[src/rtl/ddrw_pkg.sv]
package ddrw_pkg;
  localparam int TPC    = 4;                 // phase ticks per memory clock
  localparam int BEATS  = 4;                 // beats per write burst
  localparam int WDD_W  = 3;                 // quarter-step delay field width
  localparam int PH_W   = $clog2(TPC);
  localparam int BI_W   = $clog2(BEATS);
  localparam int MAX_OFF = 2 * TPC + (1 << WDD_W) - 1;
  localparam int CNT_W  = $clog2(MAX_OFF + 2 * BEATS + 3) + 1;
  localparam int WIN_LO = (TPC * 3) / 4;     // 0.75 clock in ticks
  localparam int WIN_HI = (TPC * 5) / 4;     // 1.25 clock in ticks

  function automatic logic [CNT_W-1:0] launch_off(input logic rd,
                                                   input logic [WDD_W-1:0] w);
    logic [CNT_W-1:0] v;
    v = CNT_W'(TPC) + CNT_W'(w);
    if (rd) v = v + CNT_W'(TPC);
    return v;
  endfunction
endpackage

[src/rtl/ddrw_cmd_fifo.sv]
module ddrw_cmd_fifo #(
  parameter int W     = 72,
  parameter int DEPTH = 2
) (
  input  logic         clk,
  input  logic         rst,
  input  logic         in_valid,
  output logic         in_ready,
  input  logic [W-1:0] in_data,
  input  logic         pop,
  output logic         out_valid,
  output logic [W-1:0] out_data
);
  localparam int AW = (DEPTH > 1) ? $clog2(DEPTH) : 1;
  localparam int CW = $clog2(DEPTH + 1);

  logic [W-1:0]  mem [DEPTH];
  logic [AW-1:0] wptr, rptr;
  logic [CW-1:0] count;
  logic          push, do_pop;

  assign in_ready  = (count != CW'(DEPTH));
  assign out_valid = (count != '0);
  assign push      = in_valid && in_ready;
  assign do_pop    = pop && out_valid;
  assign out_data  = mem[rptr];

  always_ff @(posedge clk) begin
    if (push) mem[wptr] <= in_data;
  end

  always_ff @(posedge clk) begin
    if (rst) begin
      wptr  <= '0;
      rptr  <= '0;
      count <= '0;
    end else begin
      if (push) wptr <= (wptr == AW'(DEPTH - 1)) ? '0 : wptr + 1'b1;
      if (do_pop) rptr <= (rptr == AW'(DEPTH - 1)) ? '0 : rptr + 1'b1;
      case ({push, do_pop})
        2'b10:   count <= count + 1'b1;
        2'b01:   count <= count - 1'b1;
        default: count <= count;
      endcase
    end
  end


  q_depth_chk: assert property (@(posedge clk) disable iff (rst)
    count <= CW'(DEPTH));

  q_full_hold_chk: assert property (@(posedge clk) disable iff (rst)
    (!in_ready && !pop) |=> !in_ready);
endmodule

[src/rtl/ddrw_seq.sv]
module ddrw_seq
  import ddrw_pkg::*;
#(
  parameter int SKEW_TICKS = 3
) (
  input  logic             clk,
  input  logic             rst,
  input  logic             q_valid,
  input  logic             cfg_rdimm,
  input  logic [WDD_W-1:0] cfg_wdelay,
  output logic             start,
  output logic             busy,
  output logic [CNT_W-1:0] cnt,
  output logic [CNT_W-1:0] off,
  output logic [PH_W-1:0]  phase,
  output logic             win_ok
);
  // launch so that the registered cmd_go lands on phase 0
  localparam logic [PH_W-1:0] START_PH = PH_W'(TPC - 2);

  logic last;
  int   arrive;

  assign start  = !busy && q_valid && (phase == START_PH);
  assign last   = (cnt == off + CNT_W'(2 * BEATS + 1));
  assign arrive = int'(cfg_wdelay) + SKEW_TICKS;

  always_ff @(posedge clk) begin
    if (rst) begin
      phase  <= '0;
      busy   <= 1'b0;
      cnt    <= '0;
      off    <= '0;
      win_ok <= 1'b0;
    end else begin
      phase  <= phase + 1'b1;
      win_ok <= (arrive >= WIN_LO) && (arrive <= WIN_HI);
      if (start) begin
        busy <= 1'b1;
        cnt  <= '0;
        off  <= launch_off(cfg_rdimm, cfg_wdelay);
      end else if (busy) begin
        if (last) busy <= 1'b0;
        else      cnt  <= cnt + 1'b1;
      end
    end
  end


  launch_align_chk: assert property (@(posedge clk) disable iff (rst)
    $rose(busy) |-> (phase == START_PH + 1'b1));

  off_hold_chk: assert property (@(posedge clk) disable iff (rst)
    (busy && !start) |=> $stable(off) || !busy || $rose(busy));
endmodule

[src/rtl/ddrw_out_stage.sv]
module ddrw_out_stage
  import ddrw_pkg::*;
#(
  parameter int DW = 16,
  parameter int MW = 2
) (
  input  logic                clk,
  input  logic                rst,
  input  logic                start,
  input  logic [BEATS*DW-1:0] in_data,
  input  logic [BEATS*MW-1:0] in_mask,
  input  logic                busy,
  input  logic [CNT_W-1:0]    cnt,
  input  logic [CNT_W-1:0]    off,
  input  logic [PH_W-1:0]     phase,
  output logic                cmd_go,
  output logic                dqs_en,
  output logic                dq_valid,
  output logic [DW-1:0]       dq_data,
  output logic [MW-1:0]       dq_mask,
  output logic [PH_W-1:0]     out_phase
);
  logic [BEATS*DW-1:0] pay_d;
  logic [BEATS*MW-1:0] pay_m;
  logic [CNT_W-1:0]    rel;
  logic [BI_W-1:0]     bidx;
  logic                dv_n, dqs_n, go_n;

  always_comb begin
    rel   = cnt - off;
    bidx  = rel[BI_W:1];
    go_n  = busy && (cnt == '0);
    dv_n  = busy && (cnt >= off) && (cnt < off + CNT_W'(2 * BEATS));
    dqs_n = busy && (cnt + CNT_W'(TPC) >= off)
                 && (cnt <= off + CNT_W'(2 * BEATS + 1));
  end

  always_ff @(posedge clk) begin
    if (start) begin
      pay_d <= in_data;
      pay_m <= in_mask;
    end
  end

  always_ff @(posedge clk) begin
    if (rst) begin
      cmd_go    <= 1'b0;
      dqs_en    <= 1'b0;
      dq_valid  <= 1'b0;
      dq_data   <= '0;
      dq_mask   <= '0;
      out_phase <= '0;
    end else begin
      cmd_go    <= go_n;
      dqs_en    <= dqs_n;
      dq_valid  <= dv_n;
      dq_data   <= dv_n ? pay_d[bidx*DW +: DW] : '0;
      dq_mask   <= dv_n ? pay_m[bidx*MW +: MW] : '0;
      out_phase <= phase + 1'b1;
    end
  end


  strobe_cover_chk: assert property (@(posedge clk) disable iff (rst)
    dq_valid |-> dqs_en);

  go_pulse_chk: assert property (@(posedge clk) disable iff (rst)
    cmd_go |=> !cmd_go);

  go_phase_chk: assert property (@(posedge clk) disable iff (rst)
    cmd_go |-> (out_phase == '0));

  idle_bus_chk: assert property (@(posedge clk) disable iff (rst)
    !dq_valid |-> (dq_data == '0 && dq_mask == '0));

  beat_pair_chk: assert property (@(posedge clk) disable iff (rst)
    ($rose(dq_valid) |=> dq_valid && $stable(dq_data)));
endmodule

[src/rtl/ddrw_launch_sched.sv]
module ddrw_launch_sched
  import ddrw_pkg::*;
#(
  parameter int DW         = 16,
  parameter int MW         = DW / 8,
  parameter int Q_DEPTH    = 2,
  parameter int SKEW_TICKS = 3
) (
  input  logic                clk,
  input  logic                rst,
  input  logic                wr_valid,
  output logic                wr_ready,
  input  logic [BEATS*DW-1:0] wr_data,
  input  logic [BEATS*MW-1:0] wr_mask,
  input  logic                cfg_rdimm,
  input  logic [WDD_W-1:0]    cfg_wdelay,
  output logic                cmd_go,
  output logic                dqs_en,
  output logic                dq_valid,
  output logic [DW-1:0]       dq_data,
  output logic [MW-1:0]       dq_mask,
  output logic [PH_W-1:0]     out_phase,
  output logic                dqs_win_ok
);
  localparam int QW = BEATS * (DW + MW);

  logic             q_valid, start, busy;
  logic [QW-1:0]    q_data;
  logic [CNT_W-1:0] cnt, off;
  logic [PH_W-1:0]  phase;

  ddrw_cmd_fifo #(.W(QW), .DEPTH(Q_DEPTH)) u_queue (
    .clk(clk), .rst(rst),
    .in_valid(wr_valid), .in_ready(wr_ready), .in_data({wr_mask, wr_data}),
    .pop(start), .out_valid(q_valid), .out_data(q_data)
  );

  ddrw_seq #(.SKEW_TICKS(SKEW_TICKS)) u_seq (
    .clk(clk), .rst(rst), .q_valid(q_valid),
    .cfg_rdimm(cfg_rdimm), .cfg_wdelay(cfg_wdelay),
    .start(start), .busy(busy), .cnt(cnt), .off(off),
    .phase(phase), .win_ok(dqs_win_ok)
  );

  ddrw_out_stage #(.DW(DW), .MW(MW)) u_out (
    .clk(clk), .rst(rst), .start(start),
    .in_data(q_data[BEATS*DW-1:0]), .in_mask(q_data[QW-1:BEATS*DW]),
    .busy(busy), .cnt(cnt), .off(off), .phase(phase),
    .cmd_go(cmd_go), .dqs_en(dqs_en), .dq_valid(dq_valid),
    .dq_data(dq_data), .dq_mask(dq_mask), .out_phase(out_phase)
  );


  no_overlap_chk: assert property (@(posedge clk) disable iff (rst)
    (dqs_en && !cmd_go) |=> !cmd_go || !$past(busy) || !$stable(busy) || !dqs_en);
endmodule

[config.mk]
export PLATFORM = sky130hd
export DESIGN_NAME = ddrw_launch_sched
export DESIGN_NICKNAME = d
export VERILOG_FILES = /design/src/rtl/ddrw_pkg.sv /design/src/rtl/ddrw_cmd_fifo.sv /design/src/rtl/ddrw_seq.sv /design/src/rtl/ddrw_out_stage.sv /design/src/rtl/ddrw_launch_sched.sv
export SDC_FILE = /design/constraint.sdc
export NUM_CORES = 1
export LEC_CHECK = 0
export BUFFER_PORTS_ARGS = -buffer_cell sky130_fd_sc_hd__buf_2
export CORE_MARGIN = 2
export CORE_UTILIZATION = 41
export CTS_CLUSTER_SIZE = 30
export DETAILED_ROUTE_END_ITERATION = 6
export HOLD_SLACK_MARGIN = 0.15
export PLACE_DENSITY = 0.67
export SETUP_SLACK_MARGIN = 0.05
export SYNTH_ARGS = -nofsm -noshare
export SYNTH_HDL_FRONTEND = slang
export SYNTH_SLANG_ARGS = --single-unit
[constraint.sdc]
create_clock -name clk -period 7.6 [get_ports clk]
set_input_delay 0.76 -clock clk [delete_from_list [all_inputs] [get_ports clk]]
set_output_delay 0.76 -clock clk [all_outputs]
set_load 0.02 [all_outputs]
==> results.py <==
metrics = {
    "sta": {
        "post-route-period-util_pct": 34.2,
        "worst_pin_slew_ns": 1.21,
        "grt_setup_unrepaired": "no",
        "final.setup.tns_ns": 0,
        "hold_violations": 0,
        "setup_viol": 0,
        "finalClockSkew_ns": 0.00820,
        "hold-worst-slack_ns": 0.422,
        "relSlewSlack_pct": 18.9,
        "drv_slew": 0,
        "fmax_mhz": 385,
        "fin_crit_ns": 2.60,
    },
    "setup_path": {
        "crit_chain": "inv_1 -> ha_1 -> fa_2 -> mux4_2 -> and2_1",
        "critPathMaxFanout": 18,
        "crit-reg2reg-launch": "u_seq.cnt[0]",
        "end_kind": "register",
        "worstPathArrival_ns": 3.00,
        "critPathTopFamily": "adder cells",
        "critPathSlowestCell": "fa_2",
        "r2r-end": "u_out.dq_data[4]",
        "critPathLaunchType": "register",
        "worst-path-buf-inv": 1,
        "crit_type": "register to register",
        "critPathRequiredTime_ns": 8.00,
        "worst-r2r-setup-slack_ns": 5.00,
        "critical_path_depth": 5,
        "reg2reg_depth": 5,
        "critPathMaxStageDelay_ns": 1.06,
    },
    "clocking": {
        "postCtsSetupRepairBufs": 0,
        "clock_sinks": 255,
        "cts_resized": 0,
        "cts_max_path_buffers": 3,
        "cts_buffers": 27,
        "path_clk_slew_ns": 0.06,
        "cts-root-buf": "clkbuf_16",
        "holdBufCountCts": 0,
        "cts_tree": "built",
        "htreeDepth": 1,
        "clk-insertion-delay-late_ns": 0.51,
    },
    "yosys": {
        "synth.distinct_cells": 40,
        "synth-seq-cells": 255,
        "synth_area_leaders": "edfxtp_1 (68%), mux2_2 (8.5%), dfxtp_1 (8.2%), mux4_2 (4.2%), ha_1 (2.8%)",
        "syn_nets": 600,
        "synth_common_cells": "edfxtp_1 (216), mux2_2 (72), dfxtp_1 (39), and2_1 (21), ha_1 (21)",
        "avgSynthCellArea_um2": 19.1,
        "synth_edf_count": 216,
        "netlist_area_um2": 9550,
        "yosys_warnings": 0,
        "synthCells": 499,
        "yosys.area.top_type": "edfxtp_1",
        "yosysTopAreaCellShare_pct": 67.9,
        "ys_seq_area_share_pct": 76.1,
        "synth_ff_type": "edfxtp_1",
        "synth.most_common_cell": "edfxtp_1",
        "synth-async-reset-ratio_pct": 0,
    },
    "cells_and_area": {
        "final_cells": 950,
        "drive_above_1_share_pct": 38.7,
        "num-nets-final": 717,
        "syn_to_final_growth_pct": 18.9,
    },
    "hold_path": {
        "min_path_cells": 2,
        "hp-start": "cfg_wdelay[2]",
        "worst_hold_path_type": "input pin to register",
        "whs_endpoint": "u_seq.win_ok",
    },
    "route": {
        "routed_wl_mm": 16.2,
        "antenna_left": 0,
        "post_drt_wl_per_cell_um": 17.0,
        "first_pass_iters": 4,
        "vias_per_cell": 4.79,
        "drc": 0,
        "drt_iter0_markers": 232,
        "vias": 4553,
    },
    "flow_run": {
        "maxCapViolCount": 0,
    },
    "power": {
        "swShare_pct": 20.7,
        "leakagePower_nw": 4.03,
        "switching_power_w": 0.000675,
        "pwr-share-clk_pct": 40.7,
        "p_int_w": 0.00258,
        "p_per_area_nw_per_um2": 287,
        "seq_power_share_pct": 51.9,
        "ir_worst_vdd_mv": 0.164,
        "comb_power_share_pct": 7.4,
    },
    "die": {
        "coreArea_um2": 22800,
        "rows": 55,
        "start_util_pct": 41.9,
        "die_area_um2": 24500,
        "fp.dieW_um": 157,
        "die_y_um": 157,
        "ioPinCount": 104,
    },
    "global_route": {
        "grt_max_degree": 74,
        "antenna_found_initial": 1,
        "grt_pass1_vias": 4835,
        "grt_pass1_wl_mm": 24.9,
        "track_usage_pct": 13.2,
        "grt.overflow.total": 0,
    },
    "run_status": {
        "status": "complete, no violations",
    },
    "place": {
        "dp_hpwl_mm": 9.90,
        "dp_cells": 900,
        "io_buffers": 103,
        "place_congestion": 0.760,
    },
}
## registers in the layout, indices dropped and copies added (netlist names), 2 cells and up
signal	count
u_queue.mem	144
u_out.pay_d	64
u_out.dq_data	16
u_out.pay_m	8
u_seq.cnt	6
u_seq.off	4
u_out.dq_mask	2
u_out.out_phase	2
u_queue.count	2
## cell type report
class / instances / area [um^2]
clock inverters: 14 / 185
flip-flops and latches: 255 / 7270
well taps: 313 / 392
inverters: 14 / 52.6
multi-input cells: 213 / 2180
clock buffers: 35 / 736
diodes: 1 / 2.50
fillers: 1887 / 11400
repair buffers: 105 / 531
## power by group through the flow
stage / clock (W) / sequential, W / combinational, W
2_1_floorplan: 0 / 0.00171 / 0.000168
4_1_cts: 0.00135 / 0.00169 / 0.000248
3_5_place_dp: 0 / 0.00172 / 0.000246
3_3_place_gp: 0 / 0.00172 / 0.000236
5_1_grt: 0.00142 / 0.00170 / 0.000265
6_report: 0.00132 / 0.00169 / 0.000242
## metrics by stage
stage / area, um^2 / power (W) / util [%] / setup slack (ns)
5_1_grt: 11300 / 0.00338 / 49.8 / 4.81
6_report: 11400 / 0.00326 / 49.8 / 5.00
4_1_cts: 11300 / 0.00330 / 49.8 / 4.93
3_3_place_gp: 10400 / 0.00195 / 45.8 / 5.01
2_1_floorplan: 9550 / 0.00188 / - / 1.19
3_5_place_dp: 10400 / 0.00197 / 45.8 / 4.94
## placed cells by master (no fill, tap or decap), types with 7 or more instances in the layout
cell,synthesis,final
mux2_2,72,72
ha_1,21,21
inv_1,14,14
nor2_1,19,18
clkbuf_16,0,27
xnor2_1,7,7
mux4_2,18,18
edfxtp_1,216,216
buf_2,4,103
and2_1,21,21
dfxtp_1,39,38
## how the worst max path moves through the flow
stage / from / end
after CTS: u_seq.cnt[0] / u_out.dq_data[3]
after floorplan: u_out.out_phase[1] / u_out.pay_d[0]
final: u_seq.cnt[0] / u_out.dq_data[4]
after global routing: u_seq.cnt[0] / u_out.dq_data[14]
after detailed placement: u_seq.cnt[0] / u_out.dq_data[11]
after global placement: u_seq.cnt[0] / u_out.dq_data[1]
## metal layers
layer	share of wire, %	global-route usage (%)	wire [um]
met1	41	16.1	6700
met2	52	23.7	8340
met3	5.4	3.18	874
met4	1.7	3.49	273
met5	0	0	0
## cells by family after synthesis
group                    synth area share, %
flip-flops                              76.1
AO/OA/AOI/OAI                           1.86
XOR/XNOR                                1.10
AND/OR/NAND/NOR                         3.47
buffers and inverters                   1.43
multiplexers                            13.1
adder cells (fa/ha/maj)                 2.96
## worst register-to-register path, stage by stage, from the launching register on
cell and delay, ns:
dfxtp_1 0.34, inv_1 0.10, ha_1 0.22, fa_2 1.06, mux4_2 0.60, and2_1 0.16
Note: power is estimated with default switching activity, not from simulation.
